File: src/rtl/codec_ctl_pkg.sv
package codec_ctl_pkg;

    localparam int BYTE_W = 8;

    typedef enum logic [1:0] {
        FR_HDR  = 2'd0,
        FR_PTR  = 2'd1,
        FR_DATA = 2'd2,
        FR_SKIP = 2'd3
    } frame_st_e;

    function automatic logic [BYTE_W-1:0] reg_reset_val(input int idx);
        case (idx)
            1:       return 8'h83;
            2:       return 8'h49;
            default: return 8'h00;
        endcase
    endfunction

endpackage

File: src/rtl/codec_ctl_edges.sv
module codec_ctl_edges (
    input  logic clk,
    input  logic rst_n,
    input  logic cs_n,
    input  logic sck,
    output logic sck_rise,
    output logic cs_fall,
    output logic port_open
);
    typedef struct packed {
        logic sck_prev;
        logic cs_prev;
        logic open;
    } edge_t;

    edge_t st_d, st_q;

    always_comb begin
        st_d          = st_q;
        st_d.sck_prev = sck;
        st_d.cs_prev  = cs_n;
        if (!cs_n && st_q.cs_prev) begin
            st_d.open = 1'b1;
        end
    end

    always_ff @(posedge clk or negedge rst_n) begin
        if (!rst_n) begin
            st_q.sck_prev <= 1'b1;
            st_q.cs_prev  <= 1'b0;
            st_q.open     <= 1'b0;
        end else begin
            st_q <= st_d;
        end
    end

    assign sck_rise  = sck && !st_q.sck_prev;
    assign cs_fall   = !cs_n && st_q.cs_prev;
    assign port_open = st_q.open;

    p_open_sticky_r10: assert property (@(posedge clk) disable iff (!rst_n)
        port_open |=> port_open);

    p_open_after_fall_r10: assert property (@(posedge clk) disable iff (!rst_n)
        !port_open && !cs_fall |=> !port_open);

endmodule

File: src/rtl/codec_ctl_frame.sv
module codec_ctl_frame
    import codec_ctl_pkg::*;
#(
    parameter int         ID_W    = 7,
    parameter logic [6:0] CHIP_ID = 7'b0010000,
    parameter int         PTR_W   = 7
) (
    input  logic             clk,
    input  logic             rst_n,
    input  logic             cs_n,
    input  logic             sdi,
    input  logic             sck_rise,
    input  logic             port_open,
    output logic             wr_en,
    output logic [PTR_W-1:0] wr_addr,
    output logic [BYTE_W-1:0] wr_data
);
    localparam int CNT_W = $clog2(BYTE_W);
    localparam logic [CNT_W-1:0] LAST_BIT = CNT_W'(BYTE_W - 1);

    typedef struct packed {
        frame_st_e          st;
        logic [CNT_W-1:0]   cnt;
        logic [BYTE_W-1:0]  sh;
        logic [PTR_W-1:0]   ptr;
        logic               inc;
    } frame_t;

    frame_t fr_d, fr_q;
    logic [BYTE_W-1:0] byte_v;
    logic              hdr_ok;

    assign byte_v = {fr_q.sh[BYTE_W-2:0], sdi};
    assign hdr_ok = (byte_v[BYTE_W-1 -: ID_W] == CHIP_ID) && !byte_v[0];

    always_comb begin
        fr_d  = fr_q;
        wr_en = 1'b0;
        if (cs_n) begin
            fr_d.st  = FR_HDR;
            fr_d.cnt = '0;
        end else if (port_open && sck_rise) begin
            fr_d.sh  = byte_v;
            fr_d.cnt = fr_q.cnt + 1'b1;
            if (fr_q.cnt == LAST_BIT) begin
                fr_d.cnt = '0;
                case (fr_q.st)
                    FR_HDR:  fr_d.st = hdr_ok ? FR_PTR : FR_SKIP;
                    FR_PTR: begin
                        fr_d.ptr = byte_v[PTR_W-1:0];
                        fr_d.inc = byte_v[BYTE_W-1];
                        fr_d.st  = FR_DATA;
                    end
                    FR_DATA: begin
                        wr_en = 1'b1;
                        if (fr_q.inc) begin
                            fr_d.ptr = fr_q.ptr + 1'b1;
                        end
                    end
                    default: fr_d.st = FR_SKIP;
                endcase
            end
        end
    end

    always_ff @(posedge clk or negedge rst_n) begin
        if (!rst_n) begin
            fr_q <= '{st: FR_HDR, cnt: '0, sh: '0, ptr: '0, inc: 1'b0};
        end else begin
            fr_q <= fr_d;
        end
    end

    assign wr_addr = fr_q.ptr;
    assign wr_data = byte_v;

    p_write_on_edge_r2: assert property (@(posedge clk) disable iff (!rst_n)
        wr_en |-> sck_rise && !cs_n && port_open);

    p_skip_silent_r3: assert property (@(posedge clk) disable iff (!rst_n)
        fr_q.st == FR_SKIP |-> !wr_en);

    p_hold_addr_r4: assert property (@(posedge clk) disable iff (!rst_n)
        wr_en && !fr_q.inc |=> $stable(wr_addr));

    p_step_addr_r5: assert property (@(posedge clk) disable iff (!rst_n)
        wr_en && fr_q.inc |=> wr_addr == $past(wr_addr) + 1'b1);

    p_cs_high_clears_r8: assert property (@(posedge clk) disable iff (!rst_n)
        cs_n |=> fr_q.cnt == '0 && fr_q.st == FR_HDR);

endmodule

File: src/rtl/codec_ctl_regs.sv
module codec_ctl_regs
    import codec_ctl_pkg::*;
#(
    parameter int NUM_REGS = 5,
    parameter int PTR_W    = 7
) (
    input  logic                             clk,
    input  logic                             rst_n,
    input  logic                             wr_en,
    input  logic [PTR_W-1:0]                 wr_addr,
    input  logic [BYTE_W-1:0]                wr_data,
    output logic [NUM_REGS-1:0][BYTE_W-1:0]  regs
);
    typedef struct packed {
        logic [NUM_REGS-1:0][BYTE_W-1:0] r;
    } bank_t;

    bank_t bank_d, bank_q;
    logic  in_range;

    assign in_range = int'(wr_addr) < NUM_REGS;

    always_comb begin
        bank_d = bank_q;
        for (int i = 0; i < NUM_REGS; i++) begin
            if (wr_en && in_range && int'(wr_addr) == i) begin
                bank_d.r[i] = wr_data;
            end
        end
    end

    always_ff @(posedge clk or negedge rst_n) begin
        if (!rst_n) begin
            for (int i = 0; i < NUM_REGS; i++) begin
                bank_q.r[i] <= reg_reset_val(i);
            end
        end else begin
            bank_q <= bank_d;
        end
    end

    assign regs = bank_q.r;

    p_idle_stable_r9: assert property (@(posedge clk) disable iff (!rst_n)
        !wr_en |=> $stable(regs));

    p_out_of_range_r9: assert property (@(posedge clk) disable iff (!rst_n)
        wr_en && !in_range |=> $stable(regs));

    p_write_lands_r2: assert property (@(posedge clk) disable iff (!rst_n)
        wr_en && in_range |=> regs[$past(wr_addr)] == $past(wr_data));

endmodule

File: src/rtl/codec_ctl_spi_port.sv
module codec_ctl_spi_port
    import codec_ctl_pkg::*;
#(
    parameter logic [6:0] CHIP_ID = 7'b0010000
) (
    input  logic       clk,
    input  logic       rst_n,
    input  logic       cs_n,
    input  logic       sck,
    input  logic       sdi,
    output logic       port_open,
    output logic [7:0] clk_cfg,
    output logic       auto_mute_en,
    output logic [2:0] fmt_sel,
    output logic [1:0] deemph_sel,
    output logic       ramp_en,
    output logic       power_down,
    output logic       vol_link,
    output logic [1:0] change_mode,
    output logic [4:0] mix_sel,
    output logic       mute_a,
    output logic [6:0] vol_a,
    output logic       mute_b,
    output logic [6:0] vol_b
);
    localparam int REG_COUNT = 5;
    localparam int PTR_W     = 7;

    logic                               sck_rise;
    logic                               cs_fall;
    logic                               wr_en;
    logic [PTR_W-1:0]                   wr_addr;
    logic [BYTE_W-1:0]                  wr_data;
    logic [REG_COUNT-1:0][BYTE_W-1:0]   regs;

    codec_ctl_edges i_edges (
        .clk       (clk),
        .rst_n     (rst_n),
        .cs_n      (cs_n),
        .sck       (sck),
        .sck_rise  (sck_rise),
        .cs_fall   (cs_fall),
        .port_open (port_open)
    );

    codec_ctl_frame #(
        .ID_W    (7),
        .CHIP_ID (CHIP_ID),
        .PTR_W   (PTR_W)
    ) i_frame (
        .clk       (clk),
        .rst_n     (rst_n),
        .cs_n      (cs_n),
        .sdi       (sdi),
        .sck_rise  (sck_rise),
        .port_open (port_open),
        .wr_en     (wr_en),
        .wr_addr   (wr_addr),
        .wr_data   (wr_data)
    );

    codec_ctl_regs #(
        .NUM_REGS (REG_COUNT),
        .PTR_W    (PTR_W)
    ) i_regs (
        .clk     (clk),
        .rst_n   (rst_n),
        .wr_en   (wr_en),
        .wr_addr (wr_addr),
        .wr_data (wr_data),
        .regs    (regs)
    );

    assign clk_cfg                                                   = regs[0];
    assign {auto_mute_en, fmt_sel, deemph_sel, ramp_en, power_down}  = regs[1];
    assign {vol_link, change_mode, mix_sel}                          = regs[2];
    assign {mute_a, vol_a}                                           = regs[3];
    assign {mute_b, vol_b}                                           = regs[4];

    p_no_write_before_open_r10: assert property (@(posedge clk) disable iff (!rst_n)
        !port_open |-> !wr_en);

    p_fall_opens_r10: assert property (@(posedge clk) disable iff (!rst_n)
        cs_fall |=> port_open);

endmodule

File: config.mk
export PLATFORM = sky130hd
export DESIGN_NAME = codec_ctl_spi_port
export DESIGN_NICKNAME = d
export VERILOG_FILES = /design/src/rtl/codec_ctl_pkg.sv /design/src/rtl/codec_ctl_edges.sv /design/src/rtl/codec_ctl_frame.sv /design/src/rtl/codec_ctl_regs.sv /design/src/rtl/codec_ctl_spi_port.sv
export SDC_FILE = /design/constraint.sdc
export NUM_CORES = 1
export LEC_CHECK = 0
export BUFFER_PORTS_ARGS = -buffer_cell sky130_fd_sc_hd__buf_4
export CORE_MARGIN = 2
export CORE_UTILIZATION = 40
export CTS_CLUSTER_SIZE = 30
export DETAILED_ROUTE_END_ITERATION = 8
export SLEW_MARGIN = 15
export SYNTH_ARGS = -nofsm -noshare
export SYNTH_HDL_FRONTEND = slang
export SYNTH_SLANG_ARGS = --single-unit
File: constraint.sdc
create_clock -name clk -period 3.9 [get_ports clk]
set_input_delay 0.195 -clock clk [delete_from_list [all_inputs] [get_ports clk]]
set_output_delay 0.195 -clock clk [all_outputs]
set_load 0.02 [all_outputs]
==> results of run 1 <==
==> through the flow <==
step           power, mW  hold slack, ps  utilization [%]
6_report            1.45            49.3             50.1
2_1_floorplan      0.805            -101                -
3_5_place_dp       0.877             332             46.7
3_3_place_gp       0.874             332             46.7
5_1_grt             1.52            42.4             50.1
4_1_cts             1.47            34.9             50.1
==> where the power goes <==
group	switching, mW	internal [mW]	total [mW]	leakage [nW]
combinational	0.0361	0.0481	0.0843	0.762
clock	0.238	0.346	0.584	0.109
sequential	0.0945	0.684	0.778	0.836
==> per-layer routing <==
metal  GRT usage (%)  part of all wire, %  up-vias
met4            4.40                 0.94        0
met2            22.4                   45       38
li1                -                    -      828
met1            22.4                   49      900
met5               0                    0        -
met3            6.48                  4.9        6
==> kinds of logic (layout without fill, tap and decap cells) <==
family,after synthesis,count (layout),share of synthesized area [%]
mux,51,51,22.0
compound gates,27,27,5.86
fa+ha+maj,6,6,2.74
simple gates,42,42,9.56
flops,63,63,58.0
buf+inv,12,67,1.92
==> cell usage in the layout (no fill, tap or decap), types with 2 or more instances in the layout <==
master	Yosys	final
sky130_fd_sc_hd__a21oi_1	11	11
sky130_fd_sc_hd__nor2_1	8	8
sky130_fd_sc_hd__mux2_1	2	2
sky130_fd_sc_hd__clkbuf_8	0	12
sky130_fd_sc_hd__dfstp_2	7	7
sky130_fd_sc_hd__mux2_4	8	8
sky130_fd_sc_hd__nand3_1	6	6
sky130_fd_sc_hd__buf_4	0	46
sky130_fd_sc_hd__clkinv_2	0	2
sky130_fd_sc_hd__nand2_2	4	4
sky130_fd_sc_hd__o22ai_1	2	2
sky130_fd_sc_hd__o21ai_0	7	7
sky130_fd_sc_hd__a2bb2oi_1	2	2
sky130_fd_sc_hd__or4_4	2	2
sky130_fd_sc_hd__dfrtp_1	56	56
sky130_fd_sc_hd__nor2b_1	3	3
sky130_fd_sc_hd__dlygate4sd3_1	0	2
sky130_fd_sc_hd__mux2i_1	3	3
sky130_fd_sc_hd__nor3b_1	2	2
sky130_fd_sc_hd__ha_1	6	6
sky130_fd_sc_hd__inv_1	3	3
sky130_fd_sc_hd__nand2_1	5	5
sky130_fd_sc_hd__mux2_2	38	38
==> sequential cells by signal, indices dropped and copies added, names as in the netlist <==
signal and flops:
i_edges.port_open 1, i_edges.st_q 2, i_frame.fr_q 6, i_frame.wr_addr 7, i_frame.wr_data 7, i_regs.regs 40
==> cell usage after synthesis (all sizes together), types with 2 or more instances <==
cell     instances
mux2i            3
nand2            9
buf              3
dfrtp           56
dfstp            7
o21ai            7
or4              2
nor4             2
inv              3
a21oi           11
ha               6
clkbuf           6
nor2b            3
o22ai            2
mux2            48
nor3b            2
nand3            6
nor2             8
a2bb2oi          2
==> path summary, 6_finish.rpt <==
| kind | from | to | slack (ps) | cells after the start |
|---|---|---|---|---|
| min in group asynchronous | rst_n | i_regs.regs[39] | 500 | 2 |
| worst min register to register | i_edges.st_q[1] | i_edges.port_open | 460 | 1 |
| worst max register to register | i_frame.fr_q[16] | i_regs.regs[11] | 1630 | 6 |
| max in group asynchronous | rst_n | i_frame.wr_addr[4] | 2880 | 2 |
| worst min-delay path | cs_n | i_edges.st_q[1] | 50 | 1 |
| worst max-delay path | i_frame.fr_q[16] | i_regs.regs[11] | 1630 | 6 |
==> critical path: cells and delay by family, from the launching register on <==
family	cells	cell delay, ps
and+or+nand+nor	3	1020
adders and majority gates	2	410
muxes	1	350
DFF	1	370
==> final cells by class <==
type,instances,area [µm²]
clock buffers,13,169
clock inverters,3,40.0
fillers,600,3350
inverters,3,11.3
multi-input cells,126,1100
flip-flops and latches,63,1590
well taps,80,100
repair buffers,48,365
==> what timing repair did <==
item,in CTS,in global routing
hold buffers,2,0
setup endpoints to repair,0,0
setup buffers,0,0
endpoints found under the hold margin,57,0
==> run summary, run 1 <==
OpenSTA, run right after detailed placement, puts the worst setup slack at 1650 ps. In the synthesized netlist the async set-or-reset flop fraction comes to 100%. The type of element capturing the critical path is a register.

Global routing finished with a remaining overflow of 0. Clock skew on the completed layout was measured at 7.94 ps. After detailed routing, the average wire length per cell comes to 16.8 µm.

In this run the count of I/O pins placed on the die edge is 46. The worst voltage drop across the vdd grid is 0.280 mV. The maximum single-stage delay on the critical path is 500 ps. In this run the clock root is driven by a sky130_fd_sc_hd__clkbuf_8.

The leakage power figure came out at 1.71 nW. The tightest min-delay check is of the input pin to register type. The top cell type's share of synthesized area is 51.2%. The total standard cell area after synthesis came out at 2740 µm². The horizontal die dimension is 86.7 µm. The number of standard cells in the layout, taps in and fillers out came out at 336. Dividing the detail-routed via count by the number of cells gives 5.27. The run finished with clean final reports. The fmax is 441 MHz.

The synthesized design spends more area on one cell type than any other, namely sky130_fd_sc_hd__dfrtp_1. The clock passes through at most 2 buffers. The synthesized design contains 0 enable-type register cells. Post-CTS repair changed the size of 0 cells.

By startpoint and endpoint, the worst setup path is classified as register to register. Setup repair after global routing left no endpoint under its margin. The final routed wirelength across all metal layers is 5.64 mm.

The worst relative slew slack came out at 28.6%. The max-slew violation count is 0. The post-route fraction of the period consumed by the critical path is 58.2%. Across all setup checks in the final design, the least slack found is 1630 ps. The data required time at the worst endpoint is 4120 ps. The number of placed instances with taps included is 318. The clock edge transition at the registers on the reported setup and hold paths came out at 70 ps.

For the pin with the worst max-slew slack, the measured transition is 1070 ps. After synthesis, the cell types taking the most area are sky130_fd_sc_hd__dfrtp_1 51%, sky130_fd_sc_hd__mux2_2 16%, sky130_fd_sc_hd__dfstp_2 6.7%. The total via count after detailed routing came out at 1772.

The critical path goes through ha_1, ha_1, nand4b_1, nor4_4, nand2_2, mux2_1. The insertion delay of the later-clocked pin in the worst-skew pair came out at 330 ps. The worst setup path is launched from a register.

Setup violations remaining at the end of the flow were counted as 0. The weighted congestion reported at the end of routability-driven placement came out at 0.764. The number of antenna violations at the first check in global routing is 0. The number of clock sinks seen by CTS is 63. The post-placement cell area is 3140 µm².

The final-stage net count is 262. For this run, the number of Yosys warnings is 0. The net count after synthesis came out at 212. The post-synthesis to final-layout area growth is 23.1%. The count of mapped cells out of synthesis is 201.

The most numerous cell type found on the critical path is sky130_fd_sc_hd__ha_1. The count of buffers inserted at the top-level ports is 45. For this run, the leading register cell type out of synthesis is sky130_fd_sc_hd__dfrtp_1.

Global routing consumed, over all layers together, 15.8% of the routing resources. The via count of the first global-routing pass is 1694. The maximum fanout along the worst path is 8. The number of H-tree levels came out at 3.

The clock buffer count from CTS is 9. After routing the design area is 3370 µm². The number of violations of the max-capacitance limit is 0. The mean area per synthesized cell is 13.6 µm².

The first-pass GRT wire length is 8.86 mm. The data arrival time at the worst-slack endpoint is 2490 ps. The flip-flop and latch count after synthesis came out at 63.

The placeable core area came out at 6720 µm². The length of the first detailed-routing pass in iterations came out at 4. The share of the yosys chip area belonging to registers came out at 58.0%. The ratio of total power to cell area came out at 429 nW/µm². The aggregate negative setup slack came out at 0 ps. The post-detailed-route count of antenna-violating nets came out at 0.

The initial core utilization is 40.7%. The violation count after the first detailed-routing iteration came out at 101. The post-detailed-placement half-perimeter wirelength came out at 3.55 mm. In this run, distinct cell masters in the synthesized netlist total 39. The die covers 7520 µm². Entering global routing, the biggest net connects 64 pins. The DRC violations left came out at 0. The worst path in the final design needs a cycle of 2270 ps, including I/O delays and setup. The critical-path cell with the highest stage delay is sky130_fd_sc_hd__nor4_4. In the final layout, the share of cells above drive strength 1 is 48.0%. The number of antenna diodes in the final layout is 0. The floorplan step set the die height to 86.7 µm. The final-report hold violation count came to 0. The floorplan has 30 rows. The TritonCTS clock tree is yes.
(Power assumes the default switching activity.)
==> inputs of run 2 (changes only) <==
- clock period: 3.9 -> 2.25 ns (I/O delays scaled with it)
==> run 2 against run 1 <==
Compared with the run above: register-to-register slack worse by 1500 ps; sequential cell count is the same; routed wire length decreased by 2.9%; final cell count grew 1.2%; power up 79%; cell area up 1.5%; setup slack worse by 1500 ps; clock power increased by 87%.
==> run summary, run 2 (same netlist as run 1, synthesis figures left out) <==
The run finished with clean final reports. The number of antenna violations at the first check in global routing is 0. The fraction of final layout cells sized beyond drive strength 1 came out at 48.5%. The clock network power share came out at 42.2%. Once placement finished, the instance area stood at 3160 µm². No sink is reached through more buffers than the 2 on the longest clock path. The worst slack at placement came out at 21.9 ps. The overall fraction of global-route tracks in use came out at 16.2%. The flip-flop count of the largest register after layout came out at 40. In this design, the stage delay of the slowest critical-path cell is 700 ps.

The fmax came out at 467 MHz. The aggregate negative setup slack came out at 0 ps. Net switching is 24.5% of the power.

The floorplan step set the die width to 86.7 µm. The post-synthesis to final-layout area growth came out at 25.0%. The type of the worst min-delay path is input pin to register. The switching power of the nets came out at 634 µW. The setup path with the least slack is of type register to register. The leftover overflow at the end of global routing is 0.

Final hold analysis gives a worst-case slack of 113 ps. Data on the critical path arrives at its endpoint at 2360 ps. The DRC violations left came out at 0. The sequential fraction of design power is 52.1%. In this run the vertical extent of the chip is 86.7 µm. The fraction of power consumed by combinational cells came out at 5.7%. The final-report hold violation count is 0. The worst path in the final design needs a cycle of 2140 ps, including I/O delays and setup.

Measured in cells, the most critical reg-to-reg path has a length of 5. The number of stages on the worst hold path is 2. The antenna diode instance count is 0. The worst path meets setup with 107 ps of slack. The leakage power figure is 1.73 nW. The critical-path cell with the highest stage delay is sky130_fd_sc_hd__or4_4. Measured against its own limit, the worst slew margin works out to 47.3%. The length of the first detailed-routing pass in iterations is 4. The worst clock skew on the final layout is 8.03 ps. The setup-violating endpoint count in the final report came out at 0. The ratio of total power to cell area came out at 757 nW/µm². The clock buffer count from CTS came out at 9.

The HPWL after detailed placement is 3.50 mm. The count of buffers inserted at the top-level ports came out at 45. The maximum fanout along the worst path is 8.

Setup repair after global routing left no endpoint under its margin. The post-CTS setup buffer count came out at 0. The violation count after the first detailed-routing iteration is 68. The first global-routing pass estimated 9.02 mm of wire. The number of core rows is 30. After detailed routing, the average wire length per cell comes to 16.1 µm.

The post-detailed-route count of antenna-violating nets came out at 0. The insertion delay of the later-clocked pin in the worst-skew pair is 340 ps. Clock-pin slew was measured on the worst setup and hold paths at 70 ps. The worst reg-to-reg setup slack came out at 110 ps. TritonCTS built the clock tree. The initial core utilization came out at 40.7%. The number of clock sinks seen by CTS came out at 63.

The largest net degree at the start of global routing came out at 64. The die covers 7520 µm². The library cell used most frequently in the layout, excluding fill and tap cells, is sky130_fd_sc_hd__dfrtp_1. In the layout the commonest cells are 56 x sky130_fd_sc_hd__dfrtp_1, 49 x sky130_fd_sc_hd__buf_4, 38 x sky130_fd_sc_hd__mux2_2, 11 x sky130_fd_sc_hd__a21oi_1, 11 x sky130_fd_sc_hd__clkbuf_8. For this block, the routed nets add up to 5.47 mm of wire. The signal on the critical path passes through ha_1, ha_2, nand4b_1, or4_4, mux2_4. Dividing the detail-routed via count by the number of cells gives 5.14.

The placeable core area is 6720 µm². Cell internal power was estimated by the tool at 1.95 mW. The max-slew violation count is 0. Max-cap violations in this run came to 0. The worst voltage drop across the vdd grid is 0.467 mV. After routing the design area is 3420 µm². At the end of the flow, the number of nets in the layout was 266. Summing over every cut layer, the via total after detailed routing is 1747. The post-route fraction of the period consumed by the critical path is 95.3%.

The type of element capturing the critical path is a register. The data required time at the worst endpoint is 2470 ps. The critical path launch point type is a register. The slew at the pin closest to its max-slew limit came out at 790 ps.

The number of H-tree levels is 3. Clock tree synthesis selected as its root buffer the cell sky130_fd_sc_hd__clkbuf_8. The via count of the first global-routing pass came to 1673. The I/O pin count is 46. The weighted congestion reported at the end of routability-driven placement came out at 0.786.
[run 2: cell types whose count changed in the layout (fill, tap and decap cells not counted)]
| cell | change |
|---|---|
| sky130_fd_sc_hd__clkbuf_1 | +1 |
| sky130_fd_sc_hd__bufinv_16 | +1 |
| sky130_fd_sc_hd__clkbuf_8 | -1 |
| sky130_fd_sc_hd__ha_1 | -1 |
| sky130_fd_sc_hd__clkinv_2 | -1 |
| sky130_fd_sc_hd__ha_2 | +1 |
| sky130_fd_sc_hd__dlygate4sd3_1 | +1 |
| sky130_fd_sc_hd__buf_4 | +3 |
[run 2: cell type report]
type,instances,area (µm²)
fillers,585,3300
repair buffers,52,398
well taps,80,100
flip-flops and latches,63,1590
multi-input cells,126,1100
clock inverters,3,65.1
inverters,3,11.3
clock buffers,13,159
[run 2: what timing repair did]
item                       CTS  global route
hold endpoints to repair    62             0
resized for setup            0             1
pin swaps                    1             3
hold buffers                 3             0
cloned                       0             0
setup endpoints to repair    1            38
[run 2: path summary, 6_finish.rpt]
kind                                      to             start
max                          i_regs.regs[32]  i_frame.fr_q[16]
min                          i_regs.regs[16]               sdi
max reg2reg                  i_regs.regs[32]  i_frame.fr_q[16]
min reg2reg                i_edges.port_open   i_edges.st_q[1]
max in group asynchronous   i_frame.fr_q[18]             rst_n
min in group asynchronous    i_regs.regs[39]             rst_n
[run 2: power groups by stage]
stage	Combinational [mW]	Clock [mW]	Sequential, mW
floorplan	0.149	0	1.25
CTS	0.150	1.13	1.36
detailed placement	0.146	0	1.38
global placement	0.141	0	1.38
finish	0.147	1.09	1.35
global route	0.166	1.18	1.37
[run 2: per-layer routing]
layer / share of wire (%) / up-vias / track usage [%]
li1: - / 835 / -
met5: 0 / - / 0
met1: 50 / 864 / 23.3
met3: 4.9 / 9 / 6.29
met4: 1.3 / 0 / 5.11
met2: 44 / 39 / 22.4
[run 2: worst max-delay path, delay by kind of cell (launching register included)]
family | cells | cell delay, ps
adder cells (fa/ha/maj) | 2 | 380
flip-flops | 1 | 370
AND/OR/NAND/NOR | 2 | 940
multiplexers | 1 | 330
[run 2: per-stage QoR]
step | total power [mW] | util [%] | cells
floorplan | 1.40 | - | 201
global placement | 1.52 | 47.1 | 321
detailed placement | 1.52 | 47.1 | 321
CTS | 2.64 | 50.8 | 340
finish | 2.59 | 50.9 | 340
global route | 2.71 | 50.9 | 340
==> inputs of run 3 (changes only) <==
--- a/config.mk
+++ b/config.mk
@@ -6,9 +6,9 @@
 export NUM_CORES = 1
 export LEC_CHECK = 0
-export BUFFER_PORTS_ARGS = -buffer_cell sky130_fd_sc_hd__buf_4
 export CORE_MARGIN = 2
 export CORE_UTILIZATION = 40
 export CTS_CLUSTER_SIZE = 30
 export DETAILED_ROUTE_END_ITERATION = 8
+export DONT_BUFFER_PORTS = 1
 export SLEW_MARGIN = 15
 export SYNTH_ARGS = -nofsm -noshare
==> constraint.sdc (replaced) <==
create_clock -name clk -period 2.25 [get_ports clk]
set_input_delay 0.225 -clock clk [delete_from_list [all_inputs] [get_ports clk]]
set_output_delay 0.225 -clock clk [all_outputs]
set_load 0.02 [all_outputs]
==> run 3 against run 2 <==
Compared with the run above: sequential share of layout area up 4.5 points; hold slack lost 89 ps; largest cell class unchanged; combinational power shrank 3%; highest routed layer unchanged; register-to-register slack about the same; clock power barely moved; sequential cell count stayed put; fmax down 0.26%; core utilization decreased by 4.5 points; largest power group unchanged; final cell count fell by 13%.
==> run summary, run 3 (same netlist as run 1, synthesis figures left out) <==
The post-synthesis to final-layout area growth is 14.0%. The overall fraction of global-route tracks in use came out at 16.6%. The number of resized instances in the post-cts repair step came out at 0.

The slew at the pin closest to its max-slew limit came out at 541 ps. The leftover overflow at the end of global routing is 0. The H-tree was split into 3 levels. Routability-driven placement finished with a final weighted congestion of 0.754. Clock latency on the worst-skew pair, taken at its later pin, is 350 ps. After layout, the minimum clock period comes to 2150 ps. The path depth of the worst reg2reg path came out at 3. The layout filler cell count came out at 584. The horizontal die dimension is 86.7 µm. The critical path launch point type is a register. The critical-path cell with the highest stage delay is sky130_fd_sc_hd__or4_4. Dividing the detail-routed wire length by the instance count gives 18.5 µm. The clock edge transition at the registers on the reported setup and hold paths came out at 70 ps. The number of core rows is 30. The data arrival time at the worst-slack endpoint came out at 2380 ps. The fmax came out at 465 MHz. The critical path runs through a total of 3 cells. At the end of the flow the core is filled with cells to 46.4%. The top cell types in the final layout, fill and taps aside, are 56 x sky130_fd_sc_hd__dfrtp_1, 38 x sky130_fd_sc_hd__mux2_2, 11 x sky130_fd_sc_hd__a21oi_1, 10 x sky130_fd_sc_hd__clkbuf_8. Summing all non-filler instances in the final layout gives an area of 3120 µm².

In this run the worst setup path begins at i_frame.wr_addr[3]. The number of violations of the max-capacitance limit is 0. Detailed placement finished with a half-perimeter wire length of 3.44 mm.

Measured against its own limit, the worst slew margin works out to 63.8%. Setup violations remaining at the end of the flow were counted as 0. The initial core utilization came out at 40.7%.

The antenna diode instance count came out at 0. The final-report hold violation count was 0. The library cell used most frequently in the layout, excluding fill and tap cells, is sky130_fd_sc_hd__dfrtp_1. The via count of the first global-routing pass is 1743. In this design, the stage delay of the slowest critical-path cell is 670 ps. The most numerous cell type found on the critical path is sky130_fd_sc_hd__or4_4. Entering global routing, the biggest net connects 64 pins. For this block, the routed nets add up to 5.48 mm of wire. The total via count after detailed routing is 1640. The post-placement cell area came out at 2830 µm². The startpoint identified for the worst register-to-register timing path is i_frame.wr_addr[3]. The worst reg-to-reg setup slack is 100 ps. The detail route stage leaves a number of antenna-violating nets equal to 0. Setup repair after global routing left no endpoint under its margin. The TritonCTS clock tree is yes.

The flip-flop count of the largest register after layout is 40. In this run the static leakage power is 1.51 nW. The run finished with clean final reports. The max-slew violation count is 0. The detail-routed via count per cell is 5.52. The count of buffers inserted at the top-level ports came out at 0. Along the worst hold path, the cell count comes to 1. The worst slack at placement is 110 ps. The number of antenna violations at the first check in global routing came out at 0.

The height of the die is 86.7 µm. The category of the most critical setup path is register to register. The data required time at the worst endpoint came out at 2480 ps.

Clock skew on the completed layout was measured at 8.94 ps. The number of standard cells in the layout, taps in and fillers out is 297. Along the worst path, the maximum fanout reaches 8.

The worst hold slack across all endpoints is 23.6 ps. In this run the most critical hold path is launched from sdi. The worst voltage drop across the vdd grid came out at 0.514 mV.

The final-stage net count is 223. The worst path setup slack after routing is 101 ps. The violation count after the first detailed-routing iteration is 113. The number of placed instances with taps included is 276. After floorplanning, the core was sized to cover 6720 µm². Counting every sink on the clock net gives 63. The worst setup path is captured at a register.

TritonCTS created 9 clock buffers. The I/O pin count is 46. After layout, the design draws a total of 2.58 mW.

After detailed routing, the number of remaining DRC violations is 0. The die outline area came out at 7520 µm². The cell family contributing the most delay on the critical path is simple AND/OR/NAND/NOR gates. Dividing total power by cell area gives a power density of 828 nW/µm². The post-route fraction of the period consumed by the critical path came out at 95.5%. The first-pass GRT wire length came out at 9.17 mm. The aggregate negative setup slack came out at 0 ps. In this run the worst hold path is classified as input pin to register. The tree is rooted in a sky130_fd_sc_hd__clkbuf_8.

Walking the worst path, the cells encountered are or4_4, or4_4, mux2_4. The combined buffer and inverter count along the critical path is 0. The worst-case clock buffer depth is 2. Of the cells placed in the final design, the portion with a size suffix greater than 1 is 39.2%. The length of the first detailed-routing pass in iterations came out at 4.
run 3: final timing paths:
kind                                          end
worst max-delay path              i_regs.regs[36]
worst min-delay path              i_regs.regs[32]
worst max register to register    i_regs.regs[36]
worst min register to register  i_edges.port_open
max in group asynchronous         i_regs.regs[15]
min in group asynchronous          i_regs.regs[3]
run 3: metal layers:
layer | share of wire [%] | GRT usage (%)
met1 | 46 | 22.3
met2 | 45 | 22.9
met3 | 7.3 | 8.00
met4 | 1.4 | 6.68
met5 | 0 | 0
run 3: area by class of cell:
class                      instances  area (µm²)  area share [%]
tap                               80         100            3.21
clock inverter                     6        83.8            2.69
sequential                        63        1590            50.9
clock buffer                      10         138            4.42
timing repair buffer               9        95.1            3.05
inverter                           3        11.3           0.361
multi-input combinational        126        1100            35.4
run 3: where the power goes:
group	switching [mW]	internal, mW	total (mW)
Clock	0.443	0.649	1.09
Sequential	0.162	1.18	1.35
Combinational	0.0576	0.0856	0.143
Total	0.662	1.92	2.58
run 3: repair_timing:
item / CTS / global route
hold buffers: 4 / 0
endpoints found under the hold margin: 70 / 0
endpoints found under the setup margin: 0 / 40
buffers inserted: 0 / 1
